### config.mk
export PLATFORM = sky130hd
export DESIGN_NAME = dma_desc_engine
export DESIGN_NICKNAME = d
export VERILOG_FILES = /design/src/rtl/dma_desc_pkg.sv /design/src/rtl/dma_addr_calc.sv /design/src/rtl/dma_burst_ctr.sv /design/src/rtl/dma_irq_flags.sv /design/src/rtl/dma_desc_engine.sv
export SDC_FILE = /design/constraint.sdc
export NUM_CORES = 1
export LEC_CHECK = 0
export CORE_ASPECT_RATIO = 1.25
export CORE_UTILIZATION = 54
export DETAILED_ROUTE_END_ITERATION = 6
export PLACE_DENSITY = 0.93
export SYNTH_ARGS = -nofsm -noshare
export SYNTH_HDL_FRONTEND = slang
export SYNTH_SLANG_ARGS = --single-unit
### constraint.sdc
create_clock -name clk_i -period 4.29 [get_ports clk_i]
set_input_delay 0.858 -clock clk_i [delete_from_list [all_inputs] [get_ports clk_i]]
set_output_delay 0.858 -clock clk_i [all_outputs]
set_load 0.02 [all_outputs]
### src/rtl/dma_desc_pkg.sv
package dma_desc_pkg;
  typedef enum logic [1:0] {
    INC_BYTE = 2'b00,
    INC_HALF = 2'b01,
    INC_WORD = 2'b10,
    INC_NONE = 2'b11
  } inc_e;

  localparam int unsigned FLAG_DONE = 0;
  localparam int unsigned FLAG_ERR  = 1;
  localparam int unsigned NFLAGS    = 2;
  localparam int unsigned CYC_W     = 3;
endpackage

### src/rtl/dma_addr_calc.sv
module dma_addr_calc
  import dma_desc_pkg::*;
#(
  parameter int unsigned AW = 16,
  parameter int unsigned CW = 10
) (
  input  logic [AW-1:0] end_i,
  input  logic [CW-1:0] count_i,
  input  inc_e          inc_i,
  output logic [AW-1:0] addr_o
);
  logic [AW-1:0] cnt_ext;
  logic [AW-1:0] offset;

  assign cnt_ext = AW'(count_i);

  always_comb begin
    unique case (inc_i)
      INC_BYTE: offset = cnt_ext;
      INC_HALF: offset = cnt_ext << 1;
      INC_WORD: offset = cnt_ext << 2;
      default:  offset = '0;  // no increment: shift bypassed
    endcase
  end

  assign addr_o = end_i - offset;
endmodule

### src/rtl/dma_burst_ctr.sv
module dma_burst_ctr #(
  parameter int unsigned CW = 10,
  parameter int unsigned RW = 4
) (
  input  logic          clk_i,
  input  logic          rst_ni,
  input  logic          clear_i,
  input  logic          step_i,
  input  logic [RW-1:0] rpow_i,
  output logic          hit_o
);
  localparam int unsigned BW = CW + 1;

  logic [BW-1:0] cnt_q;
  logic [BW-1:0] cnt_nxt;
  logic [BW-1:0] limit;

  assign cnt_nxt = cnt_q + BW'(1);
  assign limit   = BW'(1) << rpow_i;  // overflows to 0 for large R: never hit
  assign hit_o   = step_i && (cnt_nxt == limit);

  always_ff @(posedge clk_i or negedge rst_ni) begin
    if (!rst_ni)                 cnt_q <= '0;
    else if (clear_i || hit_o)   cnt_q <= '0;
    else if (step_i)             cnt_q <= cnt_nxt;
  end
endmodule

### src/rtl/dma_irq_flags.sv
module dma_irq_flags #(
  parameter int unsigned NF = 2
) (
  input  logic          clk_i,
  input  logic          rst_ni,
  input  logic [NF-1:0] set_i,
  input  logic [NF-1:0] clr_i,
  input  logic [NF-1:0] en_i,
  output logic [NF-1:0] flags_o,
  output logic          irq_o
);
  logic [NF-1:0] flags_q;

  for (genvar k = 0; k < NF; k++) begin : g_flag
    always_ff @(posedge clk_i or negedge rst_ni) begin
      if (!rst_ni)        flags_q[k] <= 1'b0;
      else if (set_i[k])  flags_q[k] <= 1'b1;  // set beats clear
      else if (clr_i[k])  flags_q[k] <= 1'b0;
    end


    flag_set_chk: assert property (@(posedge clk_i) disable iff (!rst_ni)
      set_i[k] |=> flags_q[k]);


    flag_clr_chk: assert property (@(posedge clk_i) disable iff (!rst_ni)
      (clr_i[k] && !set_i[k]) |=> !flags_q[k]);


    flag_hold_chk: assert property (@(posedge clk_i) disable iff (!rst_ni)
      (!clr_i[k] && flags_q[k]) |=> flags_q[k]);
  end

  assign flags_o = flags_q;
  assign irq_o   = |(flags_q & en_i);
endmodule

### src/rtl/dma_desc_engine.sv
module dma_desc_engine
  import dma_desc_pkg::*;
#(
  parameter int unsigned AW = 16,
  parameter int unsigned CW = 10,
  parameter int unsigned RW = 4
) (
  input  logic              clk_i,
  input  logic              rst_ni,
  input  logic              desc_load_i,
  input  logic [AW-1:0]     desc_end_i,
  input  logic [CW-1:0]     desc_count_i,
  input  logic [1:0]        desc_inc_i,
  input  logic [RW-1:0]     desc_rpow_i,
  input  logic [CYC_W-1:0]  desc_cycle_i,
  input  logic              start_i,
  input  logic              xfer_ack_i,
  input  logic [NFLAGS-1:0] irq_en_i,
  input  logic [NFLAGS-1:0] irq_clr_i,
  output logic              active_o,
  output logic [AW-1:0]     addr_o,
  output logic              wb_valid_o,
  output logic [CW-1:0]     wb_count_o,
  output logic [CYC_W-1:0]  wb_cycle_o,
  output logic              done_o,
  output logic [NFLAGS-1:0] irq_flags_o,
  output logic              irq_o
);
  logic [AW-1:0]    end_q;
  logic [CW-1:0]    dcnt_q;
  inc_e             inc_q;
  logic [RW-1:0]    rpow_q;
  logic [CYC_W-1:0] cyc_q;

  logic             active_q;
  logic [CW-1:0]    cnt_q;
  logic             wb_valid_q, done_q;
  logic [CW-1:0]    wb_count_q;
  logic [CYC_W-1:0] wb_cycle_q;

  logic go, bad_start, ack, last, step, burst_hit;
  logic [NFLAGS-1:0] flag_set;

  assign ack       = active_q && xfer_ack_i;
  assign last      = ack && (cnt_q == '0);
  assign step      = ack && !last;
  assign go        = start_i && !active_q && (cyc_q != '0);
  assign bad_start = start_i && !active_q && (cyc_q == '0);

  // descriptor store
  always_ff @(posedge clk_i or negedge rst_ni) begin
    if (!rst_ni) begin
      end_q  <= '0;
      dcnt_q <= '0;
      inc_q  <= INC_BYTE;
      rpow_q <= '0;
      cyc_q  <= '0;
    end else if (desc_load_i && !active_q) begin
      end_q  <= desc_end_i;
      dcnt_q <= desc_count_i;
      inc_q  <= inc_e'(desc_inc_i);
      rpow_q <= desc_rpow_i;
      cyc_q  <= desc_cycle_i;
    end else if (last) begin
      dcnt_q <= '0;
      cyc_q  <= '0;  // invalidate
    end else if (burst_hit) begin
      dcnt_q <= cnt_q - CW'(1);
    end
  end

  // working count
  always_ff @(posedge clk_i or negedge rst_ni) begin
    if (!rst_ni) begin
      active_q <= 1'b0;
      cnt_q    <= '0;
    end else if (go) begin
      active_q <= 1'b1;
      cnt_q    <= dcnt_q;
    end else if (last) begin
      active_q <= 1'b0;
    end else if (step) begin
      cnt_q    <= cnt_q - CW'(1);
    end
  end

  // write-back and completion pulses
  always_ff @(posedge clk_i or negedge rst_ni) begin
    if (!rst_ni) begin
      wb_valid_q <= 1'b0;
      wb_count_q <= '0;
      wb_cycle_q <= '0;
      done_q     <= 1'b0;
    end else begin
      wb_valid_q <= last || burst_hit;
      done_q     <= last;
      if (last) begin
        wb_count_q <= '0;
        wb_cycle_q <= '0;
      end else if (burst_hit) begin
        wb_count_q <= cnt_q - CW'(1);
        wb_cycle_q <= cyc_q;
      end
    end
  end

  dma_burst_ctr #(.CW(CW), .RW(RW)) u_burst (
    .clk_i   (clk_i),
    .rst_ni  (rst_ni),
    .clear_i (go),
    .step_i  (step),
    .rpow_i  (rpow_q),
    .hit_o   (burst_hit)
  );

  dma_addr_calc #(.AW(AW), .CW(CW)) u_addr (
    .end_i   (end_q),
    .count_i (cnt_q),
    .inc_i   (inc_q),
    .addr_o  (addr_o)
  );

  always_comb begin
    flag_set            = '0;
    flag_set[FLAG_DONE] = last;
    flag_set[FLAG_ERR]  = bad_start;
  end

  dma_irq_flags #(.NF(NFLAGS)) u_irq (
    .clk_i   (clk_i),
    .rst_ni  (rst_ni),
    .set_i   (flag_set),
    .clr_i   (irq_clr_i),
    .en_i    (irq_en_i),
    .flags_o (irq_flags_o),
    .irq_o   (irq_o)
  );

  assign active_o   = active_q;
  assign wb_valid_o = wb_valid_q;
  assign wb_count_o = wb_count_q;
  assign wb_cycle_o = wb_cycle_q;
  assign done_o     = done_q;


  done_idle_chk: assert property (@(posedge clk_i) disable iff (!rst_ni)
    done_q |-> !active_q);


  addr_step_chk: assert property (@(posedge clk_i) disable iff (!rst_ni)
    (step && inc_q != INC_NONE) |=> (addr_o - $past(addr_o)) == (AW'(1) << $past(inc_q)));


  addr_fixed_chk: assert property (@(posedge clk_i) disable iff (!rst_ni)
    (step && inc_q == INC_NONE) |=> $stable(addr_o));


  final_wb_chk: assert property (@(posedge clk_i) disable iff (!rst_ni)
    done_q |-> (wb_valid_q && wb_count_q == '0 && wb_cycle_q == '0));


  bad_start_chk: assert property (@(posedge clk_i) disable iff (!rst_ni)
    bad_start |=> (!active_q && irq_flags_o[FLAG_ERR]));


  idle_ack_chk: assert property (@(posedge clk_i) disable iff (!rst_ni)
    (!active_q && !go) |=> (!wb_valid_q && !done_q));
endmodule

Word-level counts from Yosys, hierarchy flattened
Index checks and enable logic that the tools add are counted.

Register bits: 74. Word-level logic and storage cells: 68.

Bitwise gates (word level): 1. Multiplexer cells: 19. $add $sub $neg: 3. Reduce and logical (&&, ||, !) cells: 26. Eq/ne operators: 4. Shift operators: 1.

Operators by type and width (count): $mux W10 (6); $pmux W12 S3 (1); $mux W11 (2); $sub A16 B12 Y16 (1); $reduce_bool A2 Y1 (7); $mux W3 (4); $add A11 B1 Y11 const B (1); $eq A11 B11 Y1 (1); $shl A1 B4 Y11 const A (1); $logic_not A10 Y1 (1); $sub A10 B1 Y10 const B (1); $logic_and A1 B1 Y1 (8); $mux W1 (6); $reduce_bool A3 Y1 (2); $logic_not A3 Y1 (1); $and A2 B2 Y2 (1); $eq A2 B1 Y1 const B (1); $eq A2 B2 Y1 const B (1); $logic_not A1 Y1 (2); $logic_not A2 Y1 (1); $logic_or A1 B1 Y1 (2); $ne A2 B1 Y1 const B (1); $reduce_and A2 Y1 (1); $reduce_or A2 Y1 (1).

Longest topological paths before layout
Gate-level depths: netlist of the first run.

Word-level depth: 8. Gate-level depth with buffers: 14.

Modules after synthesis
A second synthesis of the first run with hierarchy kept.

Cell total of the unflattened synthesis: 559. Area, all modules: 4859.7 um^2.

By module, submodules not included: dma_desc_engine (seq. area each 1526.5 um^2, area each 2736.4 um^2, instances 1, cells an instance 286); dma_burst_ctr (seq. area each 275.3 um^2, area each 1097.3 um^2, instances 1, cells an instance 119); dma_addr_calc (seq. area each 0.0 um^2, area each 943.4 um^2, instances 1, cells an instance 147); dma_irq_flags (seq. area each 50.0 um^2, area each 82.6 um^2, instances 1, cells an instance 7).

Least setup slack after synthesis of the first run
No wires, ideal clock.

Path type: register to output. From: register inc_q[0]. To: output port addr_o[12]. Required time: 3.432 ns. Stages on the path, launching flop included: 13. Arrival time: 3.095 ns. Slack: 0.337 ns. Cells stage by stage: dfrtp_1 clkbuf_1 clkbuf_1 nor3_1 ha_1 fa_1 nand2b_1 a21boi_0 o21a_1 o211a_1 o31a_1 nor4_1 a311oi_1.

Longest elaborated chain between the ends: 3. Elaborated cells on any way between the ends: 5.

RTL lines: start, declared (line dma_desc_engine.sv:31) `inc_e inc_q;`; start signal, assigned (line dma_desc_engine.sv:61) `inc_q <= inc_e'(desc_inc_i);`; $eq A2 B2 Y1, or another cell as far along (line dma_addr_calc.sv:18) `unique case (inc_i)`; $pmux W12 S3 * (line dma_addr_calc.sv:18); $sub A16 B12 Y16 * (line dma_addr_calc.sv:26) `assign addr_o = end_i - offset;`; end, declared (line dma_desc_engine.sv:21) `output logic [AW-1:0] addr_o,`.

Every way passes the cells marked *; elsewhere a longest branch is shown, timed or not.

Final worst setup path of the first run
From: register inc_q[0]. To: output port addr_o[11].

Same word-level chain as after synthesis.

==> metrics.md, run 1 <==
| Metric | Value |
|---|---|
| Register area | `1850 um^2` |
| Worst setup path class | `reg -> out` |
| Cell Int Power | `~2.8 mW` |
| FF-to-FF setup slack | `between 1 and 1.5 ns` |
| Number of synthesized flops with an enable pin | `0` |
| Area Overhead vs Synth | `23.4%` |
| Clk Latency, worst-skew pair | `0.36 ns` |
| CORE AREA | `between 8000 and 9000 um^2` |
| Yosys cell types | `69` |
| Crit path depth | `13` |
| Clock Skew | `0.0119 ns` |
| Worst r2r src | `cnt_q[0]` |
| Fillers | `673` |
| Main synth FF type | `dfrtp_1` |
| Pre-CTS WS | `0.0809 ns` |
| DRT iter0 DRCs | `305` |
| Comb power frac | `66.1%` |
| Port Buffers | `78` |
| WHS Path Cells | `2` |
| Fin crit period | `approximately 4.2 ns` |
| Initial Util | `55.2%` |
| Die Y | `107 um` |
| Mux cell area share after synthesis | `1.70%` |
| Final #Nets | `706` |
| Sink Count | `74` |
| Multi-input logic area | `roughly 2700 um^2` |
| Synth warnings | `0` |
| DR WL/cell | `16.7 um` |
| HP Start | `end_q[9]` |
| Maximum vdd drop | `0.641 mV` |
| Synth top area cells | `dfrtp_1, nand2_1, a21oi_1` |
| Antenna viol nets, final | `0` |
| Detailed-route via count | `4604` |
| Antenna fix cells | `0` |
| Clk slew on worst S/H paths | `0.07 ns` |
| Final period utilization | `97.2%` |
| Worst path top cell family by delay | `compound AO/OA/AOI/OAI gates` |
| PwrDens | `about 900 nW/um^2` |
| Routed wire length | `12.9 mm` |
| Setup-failing EPs final | `0` |
| Depth of the worst register-to-register path | `10` |
| Area of the die | `9240 um^2` |
| Io pins | `a little under 80` |
| Status | `finished, final reports clean` |
| Simple-gate share of the synthesized area | `28.1%` |
| Worst R2R End | `dcnt_q[9]` |
| RD Place Congestion | `0.884` |
| Post-Synthesis Mean Instance Area | `8.34 um^2` |
| Post-synthesis adder-cell area fraction | `around 4.3%` |
| Vias in the first global route | `4462` |
| Largest family of logic cells by synthesized area | `simple AND/OR/NAND/NOR gates` |
| Root buf cell | `clkbuf_8` |
| Die Wd | `86.2 um` |
| Area share of the leading cell type in the synthesized netlist | `38.7%` |
| Worst Hold Class | `reg -> reg` |
| Depth of the CTS H-tree | `3` |
| Synthesized cell area | `4780 um^2` |
| Final hold violation count | `0` |
| Hold endpoint | `end_q[9]` |
| # rows | `38` |
| Power share of the clock group | `10.3%` |
| Most Frequent Cell on Critical Path | `a21oi_1` |
| CTS tree | `built` |
| Number of remaining DRC errors | `0` |
| Largest net degree at the start of global routing | `32` |
| Post-layout util | `68.2%` |
| Net Sw Frac | `47.6%` |
| First-pass GRT wire length | `20.9 mm` |
| Synth area leader | `dfrtp_1` |
| Pins Over Slew Limit | `0` |
| Switching pwr | `2.57 mW` |
| Post-Layout Cell Count | `771` |
| Commonest cells post-synth | `nand2_1, dfrtp_1, nor2_1` |
| Crit-path slowest cell | `dfrtp_2` |
| Post-synthesis sequential area ratio | `38.7%` |
| First drt pass iteration count | `5` |
| Arr. time, crit path | `3.31 ns` |
| Crit path buf inv count | `2` |
| XOR/XNOR Fraction of Synth Area | `5.68%` |
| Max-Cap Viols | `0` |
| Grt ovf | `0` |
| Vias per Instance | `5.97` |
| Syn nets | `approximately 630` |
| Leak Pwr | `approximately 2.6 nW` |
| Cells after DPL | `approximately 750` |
| CP max stage delay | `about 0.46 ns` |
| Fin Hold WS | `between 0.4 and 0.5 ns` |
| Setup WS post-layout | `0.120 ns` |
| TritonCTS buffer count | `9` |
| Hpwl dp | `9.03 mm` |
| Post-synthesis register bit count | `74` |
| Synth Area in Compound Gates | `16.2%` |
| Flop pwr share | `23.6%` |
| Global Route Usage Sum | `29.0%` |
| Worst endpoint required time | `3.43 ns` |
| Crit. End Element | `output pin` |
| Worst path cell trace | `clkbuf_2 > nor2b_1 > a21oi_1 > nor2_1 > a21oi_1 > ha_1 > a21o_1 > or3_1 > o211ai_1 > nand3b_1 > a21oi_1 > xnor2_1 > clkdlybuf4s15_1` |
| Power consumption | `5.41 mW` |
| Initial antenna violation count | `0` |
| Count leader, synth | `nand2_1` |
| Max clock buf depth | `2` |
| Max Freq | `240 MHz` |
| Crit start category | `flip-flop` |
| Gate Count Post-Synth | `roughly 570` |
| Share of flip-flops with an asynchronous set or reset | `between 90% and 100%` |
| Layout cell share with drive strength beyond 1 | `under 10%` |
| Max-slew headroom | `between 40% and 50%` |
| Least-Margin Pin Slew | `between 0.7 and 0.8 ns` |
| Largest fanout on the critical path | `8` |
==> registers in the layout (all words and copies together) (netlist names), 2 cells and up <==
register,cells
u_irq.flags_o,2
dcnt_q,10
inc_q,2
rpow_q,4
u_burst.cnt_q,11
cnt_q,10
wb_count_o,10
cyc_q,3
end_q,16
wb_cycle_o,3
==> metal layers <==
metal	vias up	track usage [%]	share of wire [%]
met4	0	15.2	3.1
met1	2216	33.9	39
met5	-	0	0
met3	36	4.23	5.7
met2	189	51.0	52
li1	2163	-	-
==> cells in the final DEF, fill, tap and decap left out, types with 14 or more instances in the layout <==
cell type,instances
nand2_1,103
dfrtp_1,72
clkdlybuf4s50_1,69
nor2_1,47
a21oi_1,37
o21ai_0,27
buf_4,21
inv_1,20
xnor2_1,18
nor3_1,17
nand3_1,16
ha_1,15
nor2b_1,14
==> final cells by class <==
| type | count | share of cell area (%) |
|---|---|---|
| multi-input combinational | 440 | 45.5 |
| sequential | 74 | 31.4 |
| timing repair buffer | 100 | 15.7 |
| tap | 120 | 2.54 |
| clock buffer | 10 | 2.33 |
| inverter | 21 | 1.34 |
| clock inverter | 6 | 1.12 |
==> repair_timing <==
item,CTS,global route
hold buffers,0,0
pin swaps,0,1
setup buffers,0,3
gates resized for setup,7,20
endpoints found under the setup margin,10,9
==> worst max-delay path by stage <==
stage               startpoint    endpoint
global route          inc_q[0]  addr_o[14]
global placement      inc_q[0]  addr_o[14]
CTS                   inc_q[0]   addr_o[6]
finish                inc_q[0]  addr_o[11]
floorplan             inc_q[0]  addr_o[12]
detailed placement    inc_q[0]  addr_o[12]
==> cell families (layout without fill, tap and decap cells) <==
kind of cell / after synthesis / after routing
buf+inv: 59 / 137
simple gates: 267 / 267
compound gates: 118 / 118
fa+ha+maj: 16 / 16
mux: 8 / 8
flops: 74 / 74
xor+xnor: 31 / 31
==> power by group through the flow <==
stage | combinational [mW] | clock (mW) | sequential (mW)
final | 3.57 | 0.557 | 1.28
after global routing | 3.87 | 0.593 | 1.31
after CTS | 3.48 | 0.564 | 1.27
after detailed placement | 3.49 | 0 | 1.28
after global placement | 3.35 | 0 | 1.26
after floorplan | 2.26 | 0 | 1.21
==> per-stage QoR <==
step	instance area (um^2)	setup TNS (ns)
after floorplan	4780	0
after global placement	5680	0
after detailed placement	5680	0
after CTS	5880	0
after global routing	5900	-0.223
final	5900	0
==> worst register-to-register path, stage by stage, from the launching register on <==
cell	delay [ns]
dfrtp_1	0.46
inv_1	0.08
buf_4	0.16
ha_1	0.30
nand3_1	0.23
o311ai_4	0.25
nor4_2	0.43
nand4_2	0.40
buf_4	0.35
nor2b_1	0.14
o31ai_1	0.27
Note: power is estimated with default switching activity, not from simulation.
==> inputs of run 2 (changes only) <==
CAP_MARGIN = 20   (was default)
SLEW_MARGIN = 20   (was default)
==> results of run 2 <==
The final DEF is identical to that of run 1; final timing and power are the same.
